### src/rtl/sram_ctrl_pkg.sv
package sram_ctrl_pkg;

    typedef enum logic [2:0] {
        ST_IDLE,
        ST_WR_SETUP,
        ST_WR_PULSE,
        ST_WR_END,
        ST_RD_SETUP,
        ST_RD_ACCESS,
        ST_RD_TURN
    } sram_state_e;

    // Round a time in picoseconds up to whole clocks, never below one.
    function automatic int cyc_of(input int t_ps, input int clk_ps);
        int c;
        c = (t_ps + clk_ps - 1) / clk_ps;
        return (c < 1) ? 1 : c;
    endfunction

    function automatic int max2(input int a, input int b);
        return (a > b) ? a : b;
    endfunction

endpackage

### src/rtl/sram_ctrl_timer.sv
module sram_ctrl_timer #(
    parameter int CNT_W = 2
) (
    input  logic             clk,
    input  logic             rst_n,
    input  logic             load,
    input  logic [CNT_W-1:0] load_val,
    output logic             done
);
    logic [CNT_W-1:0] cnt_q;

    always_ff @(posedge clk or negedge rst_n) begin
        if (!rst_n) begin
            cnt_q <= '0;
        end else if (load) begin
            cnt_q <= load_val;
        end else if (cnt_q != '0) begin
            cnt_q <= cnt_q - 1'b1;
        end
    end

    assign done = (cnt_q == '0);
endmodule

### src/rtl/sram_ctrl_rdcap.sv
module sram_ctrl_rdcap #(
    parameter int LANES = 2
) (
    input  logic               clk,
    input  logic               rst_n,
    input  logic               capture,
    input  logic [LANES-1:0]   mask,
    input  logic [LANES*8-1:0] dq_in,
    output logic [LANES*8-1:0] rdata,
    output logic               valid
);
    for (genvar g = 0; g < LANES; g++) begin : g_lane
        always_ff @(posedge clk or negedge rst_n) begin
            if (!rst_n) begin
                rdata[g*8 +: 8] <= '0;
            end else if (capture) begin
                rdata[g*8 +: 8] <= mask[g] ? dq_in[g*8 +: 8] : 8'h00;
            end
        end
    end

    always_ff @(posedge clk or negedge rst_n) begin
        if (!rst_n) valid <= 1'b0;
        else        valid <= capture;
    end


    valid_single_chk: assert property (@(posedge clk) disable iff (!rst_n)
        valid |=> !valid);
endmodule

### src/rtl/sram_ctrl.sv
module sram_ctrl
    import sram_ctrl_pkg::*;
#(
    parameter int ADDR_W = 16,
    parameter int CLK_PS = 4000,
    parameter int T_AA_PS = 10000,
    parameter int T_OE_PS = 5000,
    parameter int T_WP_PS = 7000,
    parameter int T_DW_PS = 5000,
    parameter int T_HZ_PS = 5000
) (
    input  logic              clk,
    input  logic              rst_n,
    input  logic              req_valid,
    output logic              req_ready,
    input  logic              req_write,
    input  logic [ADDR_W-1:0] req_addr,
    input  logic [15:0]       req_wdata,
    input  logic [1:0]        req_mask,
    output logic              rsp_valid,
    output logic [15:0]       rsp_rdata,
    output logic [ADDR_W-1:0] mem_addr,
    output logic              mem_ce_n,
    output logic              mem_we_n,
    output logic              mem_oe_n,
    output logic              mem_lb_n,
    output logic              mem_ub_n,
    output logic [15:0]       mem_dq_out,
    output logic              mem_dq_oe,
    input  logic [15:0]       mem_dq_in
);
    localparam int LANES    = 2;
    localparam int WP_CYC   = cyc_of(max2(T_WP_PS, T_DW_PS), CLK_PS);
    localparam int RD_CYC   = max2(cyc_of(T_OE_PS, CLK_PS), cyc_of(T_AA_PS, CLK_PS) - 1);
    localparam int TURN_CYC = cyc_of(T_HZ_PS, CLK_PS);
    localparam int MAX_CYC  = max2(WP_CYC, max2(RD_CYC, TURN_CYC));
    localparam int CNT_W    = $clog2(MAX_CYC + 1);

    sram_state_e        state_q, state_nx;
    logic [ADDR_W-1:0]  addr_q;
    logic [15:0]        wdata_q;
    logic [LANES-1:0]   mask_q, mask_nx;
    logic               accept, active_nx, capture;
    logic               tmr_load, tmr_done;
    logic [CNT_W-1:0]   tmr_val;
    logic               ce_n_q, we_n_q, oe_n_q, dq_oe_q;
    logic [LANES-1:0]   lane_n_q;

    assign req_ready = (state_q == ST_IDLE);
    assign accept    = req_valid && req_ready;
    assign capture   = (state_q == ST_RD_ACCESS) && tmr_done;
    assign mask_nx   = accept ? req_mask : mask_q;

    sram_ctrl_timer #(.CNT_W(CNT_W)) u_timer (
        .clk      (clk),
        .rst_n    (rst_n),
        .load     (tmr_load),
        .load_val (tmr_val),
        .done     (tmr_done)
    );

    // Next-state decision
    always_comb begin
        state_nx = state_q;
        tmr_load = 1'b0;
        tmr_val  = '0;
        unique case (state_q)
            ST_IDLE: begin
                if (accept) state_nx = req_write ? ST_WR_SETUP : ST_RD_SETUP;
            end
            ST_WR_SETUP: begin
                state_nx = ST_WR_PULSE;
                tmr_load = 1'b1;
                tmr_val  = CNT_W'(WP_CYC - 1);
            end
            ST_WR_PULSE: begin
                if (tmr_done) state_nx = ST_WR_END;
            end
            ST_WR_END: begin
                state_nx = ST_IDLE;
            end
            ST_RD_SETUP: begin
                state_nx = ST_RD_ACCESS;
                tmr_load = 1'b1;
                tmr_val  = CNT_W'(RD_CYC - 1);
            end
            ST_RD_ACCESS: begin
                if (tmr_done) begin
                    state_nx = ST_RD_TURN;
                    tmr_load = 1'b1;
                    tmr_val  = CNT_W'(TURN_CYC - 1);
                end
            end
            ST_RD_TURN: begin
                if (tmr_done) state_nx = ST_IDLE;
            end
            default: state_nx = ST_IDLE;
        endcase
    end

    // State register
    always_ff @(posedge clk or negedge rst_n) begin
        if (!rst_n) state_q <= ST_IDLE;
        else        state_q <= state_nx;
    end

    // Request fields held for the whole access
    always_ff @(posedge clk or negedge rst_n) begin
        if (!rst_n) begin
            addr_q  <= '0;
            wdata_q <= '0;
            mask_q  <= '0;
        end else if (accept) begin
            addr_q  <= req_addr;
            wdata_q <= req_wdata;
            mask_q  <= req_mask;
        end
    end

    // Memory strobes, registered from the next state so no decode glitches reach the pins
    assign active_nx = state_nx inside {ST_WR_SETUP, ST_WR_PULSE, ST_WR_END,
                                        ST_RD_SETUP, ST_RD_ACCESS};

    always_ff @(posedge clk or negedge rst_n) begin
        if (!rst_n) begin
            ce_n_q   <= 1'b1;
            we_n_q   <= 1'b1;
            oe_n_q   <= 1'b1;
            dq_oe_q  <= 1'b0;
            lane_n_q <= '1;
        end else begin
            ce_n_q   <= !active_nx;
            we_n_q   <= (state_nx != ST_WR_PULSE);
            oe_n_q   <= (state_nx != ST_RD_ACCESS);
            dq_oe_q  <= state_nx inside {ST_WR_SETUP, ST_WR_PULSE, ST_WR_END};
            lane_n_q <= active_nx ? ~mask_nx : '1;
        end
    end

    assign mem_addr   = addr_q;
    assign mem_dq_out = wdata_q;
    assign mem_ce_n   = ce_n_q;
    assign mem_we_n   = we_n_q;
    assign mem_oe_n   = oe_n_q;
    assign mem_dq_oe  = dq_oe_q;
    assign mem_lb_n   = lane_n_q[0];
    assign mem_ub_n   = lane_n_q[1];

    sram_ctrl_rdcap #(.LANES(LANES)) u_rdcap (
        .clk     (clk),
        .rst_n   (rst_n),
        .capture (capture),
        .mask    (mask_q),
        .dq_in   (mem_dq_in),
        .rdata   (rsp_rdata),
        .valid   (rsp_valid)
    );


    busy_after_accept_chk: assert property (@(posedge clk) disable iff (!rst_n)
        (req_valid && req_ready) |=> !req_ready);


    oe_idle_in_write_chk: assert property (@(posedge clk) disable iff (!rst_n)
        !mem_we_n |-> mem_oe_n);


    bus_contention_chk: assert property (@(posedge clk) disable iff (!rst_n)
        !(mem_dq_oe && !mem_oe_n));


    release_before_oe_chk: assert property (@(posedge clk) disable iff (!rst_n)
        $fell(mem_oe_n) |-> !$past(mem_dq_oe));


    turn_gap_chk: assert property (@(posedge clk) disable iff (!rst_n)
        $rose(mem_oe_n) |=> !mem_dq_oe);


    pulse_stable_chk: assert property (@(posedge clk) disable iff (!rst_n)
        (!mem_we_n && !$past(mem_we_n)) |->
            ($stable(mem_addr) && $stable(mem_dq_out) && $stable({mem_lb_n, mem_ub_n})));
endmodule

### config.mk
export PLATFORM = sky130hd
export DESIGN_NAME = sram_ctrl
export DESIGN_NICKNAME = d
export VERILOG_FILES = /design/src/rtl/sram_ctrl_pkg.sv /design/src/rtl/sram_ctrl_timer.sv /design/src/rtl/sram_ctrl_rdcap.sv /design/src/rtl/sram_ctrl.sv
export SDC_FILE = /design/constraint.sdc
export NUM_CORES = 1
export LEC_CHECK = 0
export ABC_CLOCK_PERIOD_IN_PS = 2150
export BUFFER_PORTS_ARGS = -buffer_cell sky130_fd_sc_hd__clkbuf_2
export CAP_MARGIN = 20
export CORE_AREA = 5 5 88 74
export DETAILED_ROUTE_END_ITERATION = 10
export DIE_AREA = 0 0 93 79
export HOLD_SLACK_MARGIN = 0.05
export PLACE_DENSITY_LB_ADDON = 0.12
export SLEW_MARGIN = 20
export SYNTH_ARGS = -nofsm -noshare
export SYNTH_HDL_FRONTEND = slang
export SYNTH_SLANG_ARGS = --single-unit
### constraint.sdc
create_clock -name clk -period 2.15 [get_ports clk]
set_input_delay 0.215 -clock clk [delete_from_list [all_inputs] [get_ports clk]]
set_output_delay 0.215 -clock clk [all_outputs]
set_load 0.05 [all_outputs]
==> Yosys cells after proc, flatten, opt, wreduce, memory -nomap -nowiden <==
Index checks and enable logic that the tools add are counted.
{ "op_classes": {"n_mux": 16, "bitwise": 1, "addsub": 1, "eq_ne": 12, "reduce_logical": 10} }
{ "op_table": {"columns": ["cell", "n"], "rows": [
  ["one-hot mux 3 bit (6 select lines)", 1],
  ["2-to-1 mux 8 bit", 2],
  ["equality test 3 bit (second input constant)", 5],
  ["2-to-1 mux 3 bit", 5],
  ["equality test 3 x 2 -> 1 bit (second input constant)", 3],
  ["2-to-1 mux 2 bit", 4],
  ["equality test 3 x 1 -> 1 bit (second input constant)", 2],
  ["nonzero test 5 bit", 1],
  ["one-hot mux 1 bit (2 select lines)", 2],
  ["nonzero test 2 bit", 2],
  ["logical NOT 3 bit", 1],
  ["inequality test 3 x 2 -> 1 bit (second input constant)", 1],
  ["inequality test 3 bit (second input constant)", 1],
  ["nonzero test 3 bit", 1],
  ["logical AND 1 bit", 2],
  ["logical NOT 2 bit", 1],
  ["2-to-1 mux 1 bit", 2],
  ["inverter 2 bit", 1],
  ["OR reduction 2 bit", 1],
  ["subtractor 2 x 1 -> 2 bit (second input constant)", 1],
  ["logical NOT 1 bit", 1]
]} }
{ "totals": {"regBits": 62, "out_inout_bits": 56, "inputBits": 54} }

==> Longest topological paths before layout <==
{ "logic_depth": {"ltp_word": 7, "ltp_mapped": 7, "mapped_depth_nobuf": 6} }

==> Modules after synthesis <==
From an unflattened synthesis, not the netlist that was laid out.
{ "hier_totals": {"hier_cells": 196, "area_unflattened_um2": 2503.7} }
{ "modules_own_cells": {"columns": ["module", "seq_area_each_um2", "cells_each", "area_per_inst_um2", "instances"], "rows": [
  ["sram_ctrl", 1082.3, 114, 1716.6, 1],
  ["sram_ctrl_rdcap", 425.4, 70, 673.1, 1],
  ["sram_ctrl_timer", 50.0, 12, 113.9, 1]
]} }

==> Least setup slack after synthesis <==
No wires, ideal clock.
{ "synth_path": {"path_kind": "flip-flop to output port", "startpoint": "register state_q[1]", "endpoint": "output port req_ready", "required_ns": 1.935, "path_buffers": 1, "setup_slack_ns": 0.260, "path_stages_with_launch": 3, "arrival_time_ns": 1.675, "path_cell_list": "dfrtp_1 > buf_4 > nor3_1"} }
{ "synth_between": {"elab_chain_len": 1} }
{ "synth_rtl": {"columns": ["item", "line_no", "source"], "rows": [
  ["start, declared", "sram_ctrl.sv:39", "sram_state_e state_q, state_nx;"],
  ["start signal, assigned", "sram_ctrl.sv:104", "else state_q <= state_nx;"],
  ["logical NOT 3 bit", "sram_ctrl.sv:49", "assign req_ready = (state_q == ST_IDLE);"],
  ["end, declared", "sram_ctrl.sv:15", "output logic req_ready,"]
]} }
Every way passes these cells.

==> Final worst setup path <==
{ "layout_path": {"startpoint": "register u_timer.cnt_q[0]", "endpoint": "register we_n_q, in the netlist mem_we_n"} }
{ "layout_between": {"elab_chain_len": 4, "word_cells_on_any_way": 6, "cone_classes": "eq/ne: 1; mux: 4; reduce/logical: 1"} }
{ "layout_rtl": {"columns": ["item", "line_no", "source"], "rows": [
  ["start, declared", "sram_ctrl_timer.sv:10", "logic [CNT_W-1:0] cnt_q;"],
  ["start signal, assigned", "sram_ctrl_timer.sv:16", "cnt_q <= load_val;"],
  ["start signal, assigned", "sram_ctrl_timer.sv:18", "cnt_q <= cnt_q - 1'b1;"],
  ["logical NOT 2 bit *", "sram_ctrl_timer.sv:22", "assign done = (cnt_q == '0);"],
  ["2-to-1 mux 3 bit (on tied branches)", "sram_ctrl.sv:95, sram_ctrl.sv:77, sram_ctrl.sv:88", null],
  ["one-hot mux 3 bit (6 select lines) *", "sram_ctrl.sv:67", "unique case (state_q)"],
  ["named net state_nx[0]", "sram_ctrl.sv:39", null],
  ["inequality test 3 x 2 -> 1 bit *", "sram_ctrl.sv:133", "we_n_q <= (state_nx != ST_WR_PULSE);"],
  ["end signal, assigned", "sram_ctrl.sv:133", null],
  ["end, declared", "sram_ctrl.sv:46", "logic ce_n_q, we_n_q, oe_n_q, dq_oe_q;"]
]} }
Mark *: on every way through the listed nets, which the timed path passes. The rest lies on a longest branch.
A chain may end at the register's enable or synchronous reset.

==> results_dict.tcl <==
set metrics [dict create \
    drive_above_1_share_pct 53.50 \
    reg2reg_depth 6 \
    crit_fanout 11 \
    cts_made_buffers 9 \
    cts_root_buf "clkbuf_8" \
    drc 0 \
    rows 25 \
    chipWidth_um 93 \
    r2r-start "u_timer.cnt_q[0]" \
    min_delay_path_depth 3 \
    cts_sinks 62 \
    htreeDepth 3 \
    yosysSeqAreaShare_pct 62.53 \
    drv_slew 0 \
    placed_area_um2 3099 \
    slew_headroom_pct 50.87 \
    synth_fp_nets 250 \
    io-pin-count 110 \
    grt_start_max_net_pins 34 \
    maxCapViolations 0 \
    start_kind "register" \
    clock_tree.buffer_depth 2 \
    die-area_um2 7347 \
    hold_class "input port to register" \
    via_per_inst 4.772 \
    syn_area_per_cell_um2 12.78 \
    layout.nets 364 \
    r2r_slack_ps 330 \
    stdcell_count 381 \
    synth-edff-count 0 \
    ys_warn_count 0 \
    synth_cell_types 35 \
    n_fill_cell 494 \
    ant_nets 0 \
    final_area_um2 3309 \
    rsz0062_at_grt "false" \
    synthToLayoutAreaGrowth_pct 32.85 \
    synth_top_area_cell "dfrtp_1" \
    worst_ep_required_time_ps 2390 \
    clk_pin_slew_worst_paths_ps 60 \
    hold_end "u_rdcap.rdata[2]" \
    status "finished, final reports clean" \
    cts_tree "yes" \
    die_h_um 79 \
    grt_usage_pct 14.96 \
    ys_top_cells_by_area "dfrtp_1, mux2_2, nand2_1" \
    portBuffers 109 \
    synth_top_area_share_pct 57.26 \
    wl_mm 5.233 \
    final-seq-area_um2 1558 \
    hold_start "mem_dq_in[2]" \
    max_freq_mhz 549.6 \
    async_reset_ff_share_pct 100.0 \
    multi_input_area_um2 827.0 \
    hold_viol 0 \
    finalSetupTns_ps 0 \
    drt_pre_antenna_iters 4 \
    core_area_um2 5630 \
    setup_violations 0 \
    diodes 0 \
    grt_pass1_wl_mm 8.521 \
    dr_total_vias 1818 \
    ys_ff_latch 62 \
    finClkSkew_ps 5.607 \
    worstPathArrival_ps 2060 \
    whs_ps 104.6 \
    cts_resized 0 \
    setup.worst_path.end_class "register" \
    antenna_found_initial 0 \
    worstSetupPathType "register to register" \
    gr-total-overflow 0 \
    post_drt_wl_per_cell_um 13.73 \
    placed_cells 364 \
    fin_crit_sh_pct 84.62 \
    synth_flop_cell "dfrtp_1" \
    initial_utilization_pct 44.24 \
    worst_pin_slew_ps 737.0 \
    grt_pass1_vias 1815 \
    drt_iter0_drc 38 \
    r2r_end "mem_we_n" \
    min_period_ps 1819 \
    clock_latency_ps 320 \
    netlist_area_um2 2491 \
    place.gp.congestion 0.7721 \
    synth_cells 195 \
    dpl.hpwl_mm 3.875 \
]
## flip-flops by register name, indices dropped and copies added, names as in the netlist
name and cells:
state_q 3, mem_ce_n 1, mem_oe_n 1, mask_q 2
mem_dq_oe 1, u_rdcap.valid 1, lane_n_q 2, u_rdcap.rdata 16
mem_dq_out 16, u_timer.cnt_q 2, mem_addr 16, mem_we_n 1
## timing repair
action	4_1_cts	5_1_grt
buffers inserted	0	0
endpoints found under the hold margin	21	0
hold buffers	1	0
## synthesized netlist by cell type (2+ instances only)
master,instances
dfrtp_1,57
a21o_1,2
nand2_1,38
mux2_2,29
dfstp_2,5
buf_6,4
buf_1,2
buf_4,2
mux2_1,5
nor2b_1,3
o21ai_0,17
clkbuf_1,3
inv_1,6
## cell families after synthesis
family / after synthesis / synth area share (%)
AOI/OAI and AO/OA: 27 / 6.580
xor gates and xnor gates: 1 / 0.3516
adders and majority gates: 1 / 0.5022
buffers and inverters: 18 / 4.269
DFF: 62 / 62.53
muxes: 34 / 15.37
and+or+nand+nor: 52 / 10.40
## cells in the final DEF, fill, tap and decap left out, drive strengths merged
master / n
bufinv: 1
ha: 1
nor3b: 1
a22oi: 1
dfstp: 5
or4: 1
o221ai: 1
nand4b: 1
dfrtp: 57
o22ai: 1
nand2: 38
clkbuf: 121
nor3: 1
o21a: 1
dlygate4sd3: 1
xnor2: 1
nor4b: 1
a211oi: 2
a21o: 2
a221oi: 1
buf: 5
nor4: 1
or3b: 1
or2b: 1
or2: 1
mux2: 34
nor2: 1
nor2b: 3
inv: 6
o21ai: 17
a21oi: 1
clkinv: 3
and4bb: 1
## metal layers
layer	up-vias	wire (um)	global-route usage (%)
met3	5	464	8.144
met5	-	0	0
li1	892	-	-
met2	65	2545	24.23
met4	0	36	3.514
met1	856	2187	17.48
## per-stage QoR
stage	utilization, %	setup WS [ps]
2_1_floorplan	-	260.1
3_3_place_gp	55.04	372.8
3_5_place_dp	55.04	352.2
4_1_cts	58.78	340.5
5_1_grt	58.78	202.3
6_report	58.78	330.6
## worst max-delay path: stages (launching register included)
cell,delay [ps]
dfrtp_1,370
inv_1,50
ha_1,310
and4bb_2,290
a211oi_2,230
inv_1,80
or4_1,410
## worst max-delay path by stage
stage	from	endpoint	slack (ps)	cells after the start
final	u_timer.cnt_q[0]	mem_we_n	330	6
after global placement	u_timer.cnt_q[0]	mem_we_n	370	6
after detailed placement	u_timer.cnt_q[0]	mem_we_n	350	6
after floorplan	state_q[1]	req_ready	260	2
after CTS	u_timer.cnt_q[0]	mem_we_n	340	6
after global routing	u_timer.cnt_q[0]	mem_we_n	200	6
## layout make-up
cell class                      instances  share of cell area, %
Timing Repair Buffer                  115                  18.68
Multi-Input combinational cell        115                  24.99
Clock buffer                           12                  4.688
Tap cell                               67                  2.533
Sequential cell                        62                  47.07
Inverter                                6                 0.6805
Clock inverter                          4                  1.361
Power is not shown: default switching activity piles up to over one toggle a cycle in this logic, so the estimate is an artifact.
